### src/rtl/pitxPkg.sv
package pitxPkg;

  // Strobes from control to datapath; at most one is high, and only at a symbol end.
  typedef struct packed {
    logic startHigh;  // take the offered byte, time its high nibble next
    logic startLow;   // time the stored low nibble next
    logic startIdle;  // time the idle code next
  } symCmd_t;

endpackage

### src/rtl/pitxDatapath.sv
module pitxDatapath
  import pitxPkg::*;
#(
  parameter int HOLDOFF = 40,
  parameter int STEP    = 4,
  parameter int NIB_W   = 4
) (
  input  logic              clk,
  input  logic              rst,
  input  symCmd_t           cmd,
  input  logic [2*NIB_W-1:0] byteIn,
  output logic              endSym,
  output logic              trigOut
);

  localparam int CODE_W    = NIB_W + 1;
  localparam int IDLE_CODE = 1 << NIB_W;
  localparam int MAX_GAP   = HOLDOFF + STEP * IDLE_CODE;
  localparam int CNT_W     = $clog2(MAX_GAP + 1);
  localparam logic [CNT_W-1:0]  HOLD_C = CNT_W'(HOLDOFF);
  localparam logic [CODE_W-1:0] IDLE_C = CODE_W'(IDLE_CODE);

  logic [CODE_W-1:0] symCode;
  logic [NIB_W-1:0]  lowNib;
  logic [CNT_W-1:0]  gapCnt;
  logic [CNT_W-1:0]  stepSum;
  logic [CNT_W-1:0]  gapTarget;

  // Data-dependent part of the interval: a shift when the step is a power of two.
  generate
    if (STEP > 0 && (STEP & (STEP - 1)) == 0) begin : gShift
      assign stepSum = CNT_W'(symCode) << $clog2(STEP);
    end else begin : gMul
      assign stepSum = CNT_W'(symCode) * CNT_W'(STEP);
    end
  endgenerate

  assign gapTarget = HOLD_C + stepSum;
  assign endSym    = (gapCnt == gapTarget - CNT_W'(1));

  // Interval counter: restarts on the cycle the pulse is launched.
  always_ff @(posedge clk) begin
    if (rst) begin
      gapCnt  <= '0;
      trigOut <= 1'b0;
    end else begin
      trigOut <= endSym;
      if (endSym) gapCnt <= '0;
      else        gapCnt <= gapCnt + CNT_W'(1);
    end
  end

  // Symbol register and the low nibble held for the second half of a byte.
  always_ff @(posedge clk) begin
    if (rst) begin
      symCode <= IDLE_C;
      lowNib  <= '0;
    end else if (cmd.startHigh) begin
      symCode <= CODE_W'(byteIn[2*NIB_W-1:NIB_W]);
      lowNib  <= byteIn[NIB_W-1:0];
    end else if (cmd.startLow) begin
      symCode <= CODE_W'(lowNib);
    end else if (cmd.startIdle) begin
      symCode <= IDLE_C;
    end
  end

endmodule

### src/rtl/pitxControl.sv
module pitxControl
  import pitxPkg::*;
(
  input  logic    clk,
  input  logic    rst,
  input  logic    endSym,
  input  logic    inValid,
  output logic    inReady,
  output symCmd_t cmd
);

  logic phaseLow;  // next symbol to start is the low nibble
  logic accept;

  assign inReady = endSym && !phaseLow;
  assign accept  = inReady && inValid;

  always_comb begin
    cmd           = '0;
    cmd.startHigh = accept;
    cmd.startLow  = endSym && phaseLow;
    cmd.startIdle = inReady && !inValid;
  end

  always_ff @(posedge clk) begin
    if (rst)         phaseLow <= 1'b0;
    else if (endSym) phaseLow <= accept;
  end

endmodule

### src/rtl/pulseIntervalTx.sv
module pulseIntervalTx
  import pitxPkg::*;
#(
  parameter int HOLDOFF = 40,
  parameter int STEP    = 4,
  parameter int NIB_W   = 4
) (
  input  logic               clk,
  input  logic               rst,
  input  logic               inValid,
  input  logic [2*NIB_W-1:0] inData,
  output logic               inReady,
  output logic               trigOut
);

  symCmd_t symCmd;
  logic    endSym;

  pitxControl uCtrl (
    .clk    (clk),
    .rst    (rst),
    .endSym (endSym),
    .inValid(inValid),
    .inReady(inReady),
    .cmd    (symCmd)
  );

  pitxDatapath #(.HOLDOFF(HOLDOFF), .STEP(STEP), .NIB_W(NIB_W)) uPath (
    .clk    (clk),
    .rst    (rst),
    .cmd    (symCmd),
    .byteIn (inData),
    .endSym (endSym),
    .trigOut(trigOut)
  );

endmodule

### config.mk
export PLATFORM = sky130hd
export DESIGN_NAME = pulseIntervalTx
export DESIGN_NICKNAME = d
export VERILOG_FILES = /design/src/rtl/pitxPkg.sv /design/src/rtl/pitxDatapath.sv /design/src/rtl/pitxControl.sv /design/src/rtl/pulseIntervalTx.sv
export SDC_FILE = /design/constraint.sdc
export NUM_CORES = 1
export LEC_CHECK = 0
export ABC_AREA = 1
export BUFFER_PORTS_ARGS = -buffer_cell sky130_fd_sc_hd__buf_2
export CORE_MARGIN = 2
export CORE_UTILIZATION = 54
export DETAILED_ROUTE_END_ITERATION = 8
export PLACE_DENSITY = 0.76
export SYNTH_ARGS = -nofsm -noshare
export SYNTH_HDL_FRONTEND = slang
export SYNTH_SLANG_ARGS = --single-unit
### constraint.sdc
create_clock -name clk -period 2 [get_ports clk]
set_input_delay 0.2 -clock clk [delete_from_list [all_inputs] [get_ports clk]]
set_output_delay 0.2 -clock clk [all_outputs]
set_load 0.02 [all_outputs]
# Word-level counts from Yosys, hierarchy flattened
# Index checks and enable logic that the tools add are counted.
# totals
register_bits,18
inputBits,11
wordCells,20
# classes
addsub,3
eq_ne,1
muxes,3
n_reduce_logical,8
# ops
cell,n
$mux 5,3
$add 6x7->7 const A,1
$add 7x1->7 const B,1
$eq 7x7->1,1
$sub 7x1->7 const B,1
$logic_and 1x1->1,4
$reduce_bool 3->1,1
$logic_not 1->1,2
$reduce_or 2->1,1

# Longest topological paths before layout
# Gate-level depths: netlist of run 1.
# logic_depth
word_depth,8
mapped_depth,13
ltp_nobuf,13

# Modules after synthesis
# Synthesis of run 1 repeated with hierarchy kept, for this count alone.
# hier_totals
hier_cells,130
hier_area_um2,907.1
# modules_own_cells
mod,n_inst,cells_per_inst,area_each_um2,seq_area_each_um2
pitxDatapath,1,118,829.5,340.3
pitxControl,1,12,77.6,20.0

# Worst setup path before layout of run 1
# OpenSTA, ideal clock, no wires.
# synth_path
path_kind,reg2out
start,reg uPath.symCode[0]
end,out inReady
t_arrival_ps,1485
required_time_ps,1800
setup_slack_ps,315
path_stages_with_launch,10
path_cell_list,dfxtp_1 -> ha_1 -> inv_1 -> nand2_1 -> nand3_1 -> nor2_2 -> nand2_2 -> nor2_8 -> inv_4 -> nor2_1
# synth_via
elab_chain_cells,4
# synth_lines
item,line_no,source
"start, declared",pitxDatapath.sv:23,logic [CODE_W-1:0] symCode;
"start signal, assigned",pitxDatapath.sv:59,symCode <= CODE_W'(byteIn[2*NIB_W-1:NIB_W]);
"start signal, assigned",pitxDatapath.sv:62,symCode <= CODE_W'(lowNib);
$add 6x7->7,pitxDatapath.sv:38,assign gapTarget = HOLD_C + stepSum;
$sub 7x1->7,pitxDatapath.sv:39,assign endSym = (gapCnt == gapTarget - CNT_W'(1));
$eq 7x7->1,pitxDatapath.sv:39,
$logic_and 1x1->1,pitxControl.sv:15,assign inReady = endSym && !phaseLow;
"end, declared",pulseIntervalTx.sv:12,"output logic inReady,"
# Every way passes these cells.

# Worst setup path after layout of run 1
# Same ends and word-level chain as after synthesis.

==> results_dict.tcl, run 1 <==
set metrics [dict create \
    syn_nets 153 \
    achievable-frequency_ghz 0.5354 \
    ys_types 20 \
    yosysSeqAreaShare_pct 38.40 \
    crit_family "simple AND/OR/NAND/NOR gates" \
    gp_congestion 0.7781 \
    hold_path_class "input pin to register" \
    leakagePower_nw 0.5732 \
    drt_pass1_iterations 4 \
    r2r-start "uPath.symCode[0]" \
    ff2ff_setup_slack_ns 0.21 \
    fin_skew_ns 0.004537 \
    use_met1_pct 23.79 \
    critical_path_buf_inv_count 3 \
    drive_gt1_share_pct 22.01 \
    cts_hold_buffers 0 \
    slowest_stage "dfxtp_4" \
    finalNonFillerCells 176 \
    io_buffers 12 \
    final_common_cell "nand2_1" \
    r2r_cells 13 \
    met2_usage_pct 31.55 \
    dp_hpwl_um 1315 \
    grt_pass1_vias 711 \
    critPathMaxFanout 5 \
    intPower_w 0.0004453 \
    cts.path.max_buffers 2 \
    clk_pin_slew_ns 0.10 \
    clkPwrFrac_pct 30.7 \
    postRouteAntennaNets 0 \
    startpoint_type "register" \
    antenna_found_initial 0 \
    nets 174 \
    finalWirelength_um 1798 \
    regToRegEndpoint "uPath.lowNib[1]" \
    syn_inst 140 \
    final_cell_mix "nand2_1, inv_1, nor2_1, dfxtp_1, buf_2" \
    htreeDepth 1 \
    wire_per_inst_um 10.22 \
    async_reset_ff_share_pct 0 \
    ios 13 \
    via_count 880 \
    die_h_um 45.69 \
    path_cells "ha_4 -> inv_1 -> nand2_1 -> nand3_2 -> nor2_2 -> nand2_2 -> nor2_8 -> inv_6 -> nor2_4 -> buf_6" \
    core_sq_um 1670 \
    ir_drop_uv 322.3 \
    hold_viol 0 \
    die_area_sq_um 2087 \
    viasPerCell 5.000 \
    cts_buffers 3 \
    drcViolationCount 0 \
    yosysWarnings 0 \
    cp.required_ns 1.80 \
    status "complete, no violations" \
    critical_path_class "register to output port" \
    n_antenna_cell 0 \
    power_density_nw_per_um2 516.6 \
    place_inst 169 \
    worstHoldPathCells 3 \
    endpoint_kind "output port" \
    period_needed_ns 1.868 \
    gr-total-overflow 0 \
    setup-violations-final 0 \
    ys_ff_latch 18 \
    cts_tree "done" \
    p_sw_w 0.0001286 \
    holdCritStartpoint "inData[2]" \
    synth.avg_cell_area_sq_um 6.703 \
    design_area_sq_um 1111 \
    fin_tns_setup_ns 0 \
    swShare_pct 22.41 \
    grt_max_degree 10 \
    cts.root.buffer_cell "clkbuf_4" \
    hold_end "uPath.lowNib[2]" \
    busiest_layer "met2" \
    grt_use_met3_pct 2.381 \
    grt_pass1_wl_um 2822 \
    synth_edf_count 0 \
    synth_flop_cell "dfxtp_1" \
    start_util_pct 56.18 \
    syn_area_sq_um 938.4 \
    drv_cap 0 \
    cp_data_arrival_time_ns 1.67 \
    clk_latency_ns 0.29 \
    fp.dieW_um 45.69 \
    report.final.slew_viol_count 0 \
    rsz0062_at_grt "false" \
    syn_to_final_growth_pct 18.40 \
    power_w 0.0005740 \
    max_stage_delay_ns 0.37 \
    combPwrFrac_pct 5.6 \
    worstMarginPinSlew_ns 0.2777 \
    min_period_over_period_pct 93.39 \
    holdWs_ns 0.1216 \
    drtIter0Drc 23 \
    seqPwrFrac_pct 63.7 \
    slew_headroom_pct 81.46 \
    place_area_sq_um 1020 \
    grtUsageTotal_pct 18.63 \
    std_cell_rows 15 \
    cp.depth 10 \
    clock-sinks 18 \
    n_fill_cell 163 \
]
## synthesized netlist by cell type, types with 2 or more instances
master,instances,share of area [%]
nor3_1,2,1.1
nand2_2,2,1.3
nand4_1,4,2.7
nor2_1,17,6.8
nand2_1,51,20
dfxtp_1,18,38
nand3_1,10,5.3
inv_2,3,1.2
ha_1,2,2.7
xor2_1,3,2.8
inv_1,19,7.6
## state kept, by name, summed over array words and instances (netlist names)
signal and count:
uPath.gapCnt 7, uPath.symCode 5, uCtrl.phaseLow 1, uPath.lowNib 4, uPath.trigOut 1
## metrics by stage
stage / utilization [%] / worst slack [ns]
after floorplan: - / 0.3155
after global placement: 61.05 / 0.3390
after detailed placement: 61.05 / 0.2841
after CTS: 62.85 / 0.07474
after global routing: 66.52 / 0.01978
final: 66.52 / 0.1322
## how the worst max path moves through the flow
stage	endpoint	slack, ns	start
after floorplan	inReady	0.32	uPath.symCode[0]
after global placement	inReady	0.34	uPath.symCode[0]
after detailed placement	inReady	0.28	uPath.symCode[0]
after CTS	inReady	0.07	uPath.symCode[0]
after global routing	inReady	0.02	uPath.symCode[0]
final	inReady	0.13	uPath.symCode[0]
## timing repair
action / 4_1_cts / 5_1_grt
resized for setup: 0 / 11
setup buffers: 1 / 3
pin swaps: 1 / 3
setup endpoints to repair: 1 / 1
endpoints found under the hold margin: 0 / 0
## worst min-delay path, stage by stage
cell	delay [ns]
buf_2	0.07
nor2_1	0.03
nor2_1	0.08
## power groups by stage
stage	registers (W)	clock network, W	logic, W
after floorplan	0.000375	0	0.0000150
after global placement	0.000375	0	0.0000302
after detailed placement	0.000376	0	0.0000315
after CTS	0.000367	0.000178	0.0000317
after global routing	0.000367	0.000187	0.0000379
final	0.000366	0.000176	0.0000322
## logic make-up after synthesis
family	Yosys count	share of synthesized area [%]
AOI/OAI and AO/OA	3	2.000
xor gates and xnor gates	3	2.801
adders and majority gates	2	2.666
buffers and inverters	23	9.467
DFF	18	38.40
and+or+nand+nor	91	44.67
## area by class of cell
cell class | count | area [sq um] | share of cell area [%]
Tap cell | 17 | 21.27 | 1.914
Sequential cell | 18 | 365.4 | 32.88
Multi-Input combinational cell | 99 | 514.2 | 46.28
Clock buffer | 3 | 22.52 | 2.027
Timing Repair Buffer | 16 | 96.34 | 8.671
Inverter | 23 | 91.34 | 8.221
## per-layer routing
metal	vias up	wire (um)
li1	467	-
met1	382	830
met2	27	863
met3	4	76
met4	0	27
met5	-	0
(Power assumes the default switching activity.)
==> inputs of run 2 (changes only) <==
--- a/config.mk
+++ b/config.mk
@@ -13,4 +13,5 @@
 export PLACE_DENSITY = 0.76
 export SYNTH_ARGS = -nofsm -noshare
 export SYNTH_HDL_FRONTEND = slang
+export SYNTH_HIERARCHICAL = 1
 export SYNTH_SLANG_ARGS = --single-unit
==> run 2 against run 1 <==
Compared with the run above: sequential power barely moved; critical path type is now register to register; critical endpoint is now uPath/symCode[1]; highest routed layer unchanged; die area down 3.0%; area after synthesis shrank 3.3%; final area is 4.2% lower; clock power about the same.
==> results_dict.tcl, run 2 <==
set metrics [dict create \
    top_register "uPath/gapCnt" \
    min_period_over_period_pct 98.47 \
    clk_pin_slew_ns 0.10 \
    syn_inst 130 \
    achievable-frequency_ghz 0.5078 \
    drt_pass1_iterations 4 \
    drive_gt1_share_pct 26.35 \
    cp.required_ns 2.18 \
    cts_tree "done" \
    slowest_stage "dfxtp_2" \
    intPower_w 0.0004478 \
    slew_headroom_pct 83.30 \
    place_area_sq_um 987.2 \
    clk_latency_ns 0.29 \
    combPwrFrac_pct 5.1 \
    antenna_found_initial 0 \
    core_sq_um 1541 \
    ys_ff_latch 18 \
    path_cells "ha_4 -> nor2_2 -> nor2_1 -> nand3_1 -> nor2_2 -> nand2_2 -> inv_2 -> inv_2 -> buf_4 -> nor3_1 -> buf_4 -> nor2_4 -> nand2_1 -> a31oi_1" \
    synth_edf_count 0 \
    report.final.slew_viol_count 0 \
    synth_area_leaders "dfxtp_1, nand2_1, inv_1" \
    power_density_nw_per_um2 538.2 \
    grt_max_degree 12 \
    critical_path_class "register to register" \
    hold_path_class "input pin to register" \
    syn_to_final_growth_pct 17.38 \
    seqPwrFrac_pct 64.2 \
    yosysWarnings 6 \
    final_cell_mix "nand2_1, inv_1, dfxtp_1" \
    period_needed_ns 1.969 \
    drv_cap 0 \
    setup-violations-final 0 \
    swShare_pct 21.86 \
    synth_area_leader_cell "dfxtp_1" \
    wire_per_inst_um 11.15 \
    netlist_top_cells_count "nand2_1, inv_1, dfxtp_1" \
    clkPwrFrac_pct 30.7 \
    clock-sinks 18 \
    hold_viol 0 \
    ios 13 \
    grt_pass1_wl_um 2884 \
    max_stage_delay_ns 0.34 \
    design_area_sq_um 1065 \
    ff2ff_setup_slack_ns 0.03 \
    yosysSeqAreaShare_pct 39.72 \
    syn_nets 143 \
    endpoint_kind "register" \
    n_fill_cell 145 \
    cts.path.max_buffers 2 \
    synth_top_area_share_pct 39.72 \
    via_count 844 \
    critical_path_buf_inv_count 4 \
    synth.avg_cell_area_sq_um 6.978 \
    critPathMaxFanout 4 \
    p_sw_w 0.0001253 \
    post-route-util_pct 69.07 \
    leakagePower_nw 0.4782 \
    htreeDepth 1 \
    n_antenna_cell 0 \
    grtUsageTotal_pct 19.37 \
    cts_buffers 3 \
    cts.root.buffer_cell "clkbuf_4" \
    io_buffers 12 \
    die_area_sq_um 2024 \
    crit_family "simple AND/OR/NAND/NOR gates" \
    fin_skew_ns 0.003748 \
    final_common_cell "nand2_1" \
    cp_data_arrival_time_ns 2.15 \
    yosysMostFrequentCell "nand2_1" \
    async_reset_ff_share_pct 0 \
    ys_types 22 \
    dp_hpwl_um 1356 \
    syn_area_sq_um 907.1 \
    die_h_um 44.99 \
    cts_hold_buffers 0 \
    postRouteAntennaNets 0 \
    synth_flop_cell "dfxtp_1" \
    gr-total-overflow 0 \
    nets 163 \
    drtIter0Drc 11 \
    largest_reg_flops 7 \
    largestRegisters "uPath/gapCnt: 7 flops, uPath/symCode: 5 flops, uPath/lowNib: 4 flops" \
    start_util_pct 58.85 \
    viasPerCell 5.146 \
    std_cell_rows 14 \
    finalWirelength_um 1829 \
    ir_drop_uv 508.3 \
    gp_congestion 0.7568 \
    drcViolationCount 0 \
    worstMarginPinSlew_ns 0.2486 \
    fp.dieW_um 44.99 \
    startpoint_type "register" \
    status "complete, no violations" \
    grt_pass1_vias 772 \
]
## run 2: changes by cell type in the layout (fill, tap and decap cells not counted), moves of 2 or more
cell	delta
nor2_1	-4
nand4_1	-4
nand3_1	+2
a31oi_1	+4
dfxtp_2	+2
a21oi_1	+3
nor2_2	+2
nand2_1	-16
buf_4	+2
## run 2: cell type report
type	instances	area, sq um	area share (%)
well taps	16	20.02	1.880
repair buffers	18	111.4	10.46
clock buffers	3	22.52	2.115
inverters	21	78.83	7.403
multi-input cells	88	467.9	43.95
flip-flops and latches	18	364.1	34.20
## run 2: per-layer routing
metal  global-route usage, %  vias to the layer above  wire length (um)
met4                   10.59                        0                61
met3                   2.400                        7                64
met5                       0                        -                 0
li1                        -                      435                 -
met2                   34.29                       20               943
met1                   22.33                      382               759
## run 2: stage by stage
step / instances / setup TNS, ns / power (W) / hold WS, ns / setup slack, ns
6_report: 164 / 0 / 0.0005731 / 0.1511 / 0.03056
5_1_grt: 164 / -0.3933 / 0.0005911 / 0.1648 / -0.08873
4_1_cts: 161 / 0 / 0.0005781 / 0.1407 / 0.01747
3_5_place_dp: 158 / 0 / 0.0004047 / 0.4403 / 0.06110
3_3_place_gp: 158 / 0 / 0.0004033 / 0.4325 / 0.1557
2_1_floorplan: 130 / 0 / 0.0003909 / 0.2624 / 0.03349
## run 2: cell families after synthesis
group           count (synthesis)  synth area share (%)
fa+ha+maj                       2                 2.758
simple gates                   71                 35.03
compound gates                 10                 6.482
flops                          18                 39.72
xor+xnor                        5                 4.827
buf+inv                        24                 11.17
## run 2: power by group through the flow
| stage | Sequential (W) | Clock (W) | Combinational [W] |
|---|---|---|---|
| detailed placement | 0.000376 | 0 | 0.0000288 |
| finish | 0.000368 | 0.000176 | 0.0000293 |
| global route | 0.000369 | 0.000189 | 0.0000326 |
| global placement | 0.000376 | 0 | 0.0000278 |
| floorplan | 0.000375 | 0 | 0.0000160 |
| CTS | 0.000367 | 0.000182 | 0.0000291 |
## run 2: final timing paths
check	startpoint	end	depth (start not counted)
max	uPath/symCode[0]	uPath/symCode[1]	14
min	inData[3]	uPath/lowNib[3]	3
max reg2reg	uPath/symCode[0]	uPath/symCode[1]	14
min reg2reg	uPath/gapCnt[0]	uPath/gapCnt[0]	1
## run 2: worst register-to-register path, stage by stage, from the launching register on
cell,delay (ns)
dfxtp_2,0.34
ha_4,0.27
nor2_2,0.04
nor2_1,0.09
nand3_1,0.09
nor2_2,0.13
nand2_2,0.08
inv_2,0.08
inv_2,0.05
buf_4,0.12
nor3_1,0.20
buf_4,0.19
nor2_4,0.05
nand2_1,0.06
a31oi_1,0.07
## run 2: what timing repair did
action	in CTS	in global routing
pin swaps	0	6
setup endpoints to repair	1	9
gates resized for setup	2	10
cloned	0	0
buffers inserted	0	3
==> inputs of run 3 (changes only) <==
--- a/config.mk
+++ b/config.mk
@@ -7,10 +7,12 @@
 export LEC_CHECK = 0
 export ABC_AREA = 1
 export BUFFER_PORTS_ARGS = -buffer_cell sky130_fd_sc_hd__buf_2
+export CELL_PAD_IN_SITES_DETAIL_PLACEMENT = 1
+export CELL_PAD_IN_SITES_GLOBAL_PLACEMENT = 1
 export CORE_MARGIN = 2
-export CORE_UTILIZATION = 54
+export CORE_UTILIZATION = 39
 export DETAILED_ROUTE_END_ITERATION = 8
-export PLACE_DENSITY = 0.76
+export PLACE_DENSITY_LB_ADDON = 0.1
 export SYNTH_ARGS = -nofsm -noshare
 export SYNTH_HDL_FRONTEND = slang
 export SYNTH_HIERARCHICAL = 1
==> run 3 against run 2 <==
Compared with the run above: critical path depth shrank 4; clock skew about the same; sequential share of layout area down 0.44 points; worst hold slack improved by 0.0019 ns; critical path type is now register to output port; critical endpoint is now inReady; largest power group unchanged; highest routed layer unchanged.
==> results_dict.tcl, run 3 (synthesized netlist as in run 2, its figures left out) <==
set metrics [dict create \
    report.final.slew_viol_count 0 \
    ir_drop_uv 352.7 \
    die_area_sq_um 2728 \
    hold_viol 0 \
    critPathMostFrequentCell "nor2_2" \
    n_antenna_cell 0 \
    clk_latency_ns 0.29 \
    grt_max_degree 12 \
    drive_gt1_share_pct 27.21 \
    antenna_found_initial 0 \
    io_buffers 12 \
    wire_per_inst_um 11.79 \
    gr-total-overflow 0 \
    startpoint_type "register" \
    worstMarginPinSlew_ns 0.2436 \
    multi_input_area_sq_um 467.9 \
    grt_pass1_vias 871 \
    power_density_nw_per_um2 576.7 \
    cts.root.buffer_cell "clkbuf_4" \
    largest_reg_flops 7 \
    finalWirelength_um 2063 \
    viasPerCell 4.846 \
    drv_cap 0 \
    core_sq_um 2212 \
    clock-sinks 18 \
    top_register "uPath/gapCnt" \
    achievable-frequency_ghz 0.5135 \
    die_h_um 52.23 \
    grt_pass1_wl_um 3450 \
    power_w 0.0006220 \
    grtUsageTotal_pct 17.14 \
    leakagePower_nw 0.4735 \
    cp.required_ns 1.80 \
    syn_to_final_growth_pct 18.90 \
    n_fill_cell 304 \
    final_common_cell "nand2_1" \
    drt_pass1_iterations 4 \
    status "complete, no violations" \
    nets 161 \
    largestRegisters "uPath/gapCnt: 7 flops, uPath/symCode: 5 flops, uPath/lowNib: 4 flops" \
    holdWs_ns 0.1530 \
    regArea_sq_um 364.1 \
    critPathMaxFanout 3 \
    start_util_pct 41.01 \
    postRouteAntennaNets 0 \
    endpoint_kind "output port" \
    min_period_over_period_pct 97.38 \
    path_cells "ha_4 -> nor2_2 -> nor2_1 -> nand3_1 -> nor2_2 -> nand2_2 -> inv_2 -> inv_2 -> nor2_2 -> buf_6" \
    fp.dieW_um 52.23 \
    fin_skew_ns 0.003836 \
    rsz0062_at_grt "true" \
    std_cell_rows 17 \
    period_needed_ns 1.948 \
    htreeDepth 1 \
    cts.path.max_buffers 2 \
    place_inst 170 \
    drtIter0Drc 3 \
    finalNonFillerCells 175 \
    hold_path_class "input pin to register" \
    cts_tree "done" \
    final_cell_mix "nand2_1, inv_1, dfxtp_1" \
    ios 13 \
    setup-violations-final 0 \
    max_stage_delay_ns 0.36 \
    drcViolationCount 0 \
    critical_path_class "register to output port" \
    cts_buffers 3 \
    clk_pin_slew_ns 0.11 \
    dp_hpwl_um 1604 \
    slowest_stage "dfxtp_2" \
    via_count 848 \
    gp_congestion 0.7516 \
    cp_data_arrival_time_ns 1.75 \
    slew_headroom_pct 83.63 \
]
-- run 3: layout make-up --
class                      instances  area share, %
clock buffer                       4          3.364
inverter                          21          7.309
multi-input combinational         88          43.39
sequential                        18          33.76
tap                               28          3.248
timing repair buffer              16          8.933
-- run 3: path summary, 6_finish.rpt --
check	cells past startpoint	to	slack [ns]	startpoint
worst min-delay path	3	uPath/lowNib[0]	0.15	inData[0]
worst max-delay path	10	inReady	0.05	uPath/symCode[1]
worst min register to register	1	uPath/gapCnt[0]	0.43	uPath/gapCnt[0]
worst max register to register	13	uPath/symCode[0]	0.12	uPath/symCode[1]
-- run 3: metal layers --
layer / vias up / wire, um / global-route usage [%]
met5: - / 0 / 0
met4: 0 / 36 / 7.692
met3: 4 / 45 / 2.571
met2: 13 / 1102 / 32.07
met1: 395 / 879 / 18.83
li1: 436 / - / -
-- run 3: metrics by stage --
stage          utilization, %  setup WS [ns]  setup TNS, ns  instance area [sq um]
2_1_floorplan               -        0.03349              0                  907.1
3_3_place_gp            45.31         0.1281              0                   1002
3_5_place_dp            45.31        0.08797              0                   1002
4_1_cts                 46.95       0.003910              0                   1039
5_1_grt                 48.76       -0.09528        -0.1567                   1079
6_report                48.76        0.05244              0                   1079
-- run 3: what timing repair did --
action | CTS | global route
gates resized for setup | 1 | 12
buffers inserted | 0 | 1
endpoints found under the setup margin | 1 | 10
pin swaps | 0 | 7
hold buffers | 0 | 0
-- run 3: power breakdown --
group	internal (W)	switching [W]	leakage [nW]	total, W
Clock	0.000111	0.000112	0.0210	0.000223
Combinational	0.0000144	0.0000170	0.306	0.0000313
Sequential	0.000364	0.00000434	0.147	0.000368
-- run 3: critical path, delay by kind of cell (launching register included) --
family	cells	cell delay (ns)
fa+ha+maj	1	0.28
buf+inv	3	0.26
flops	1	0.36
simple gates	6	0.55
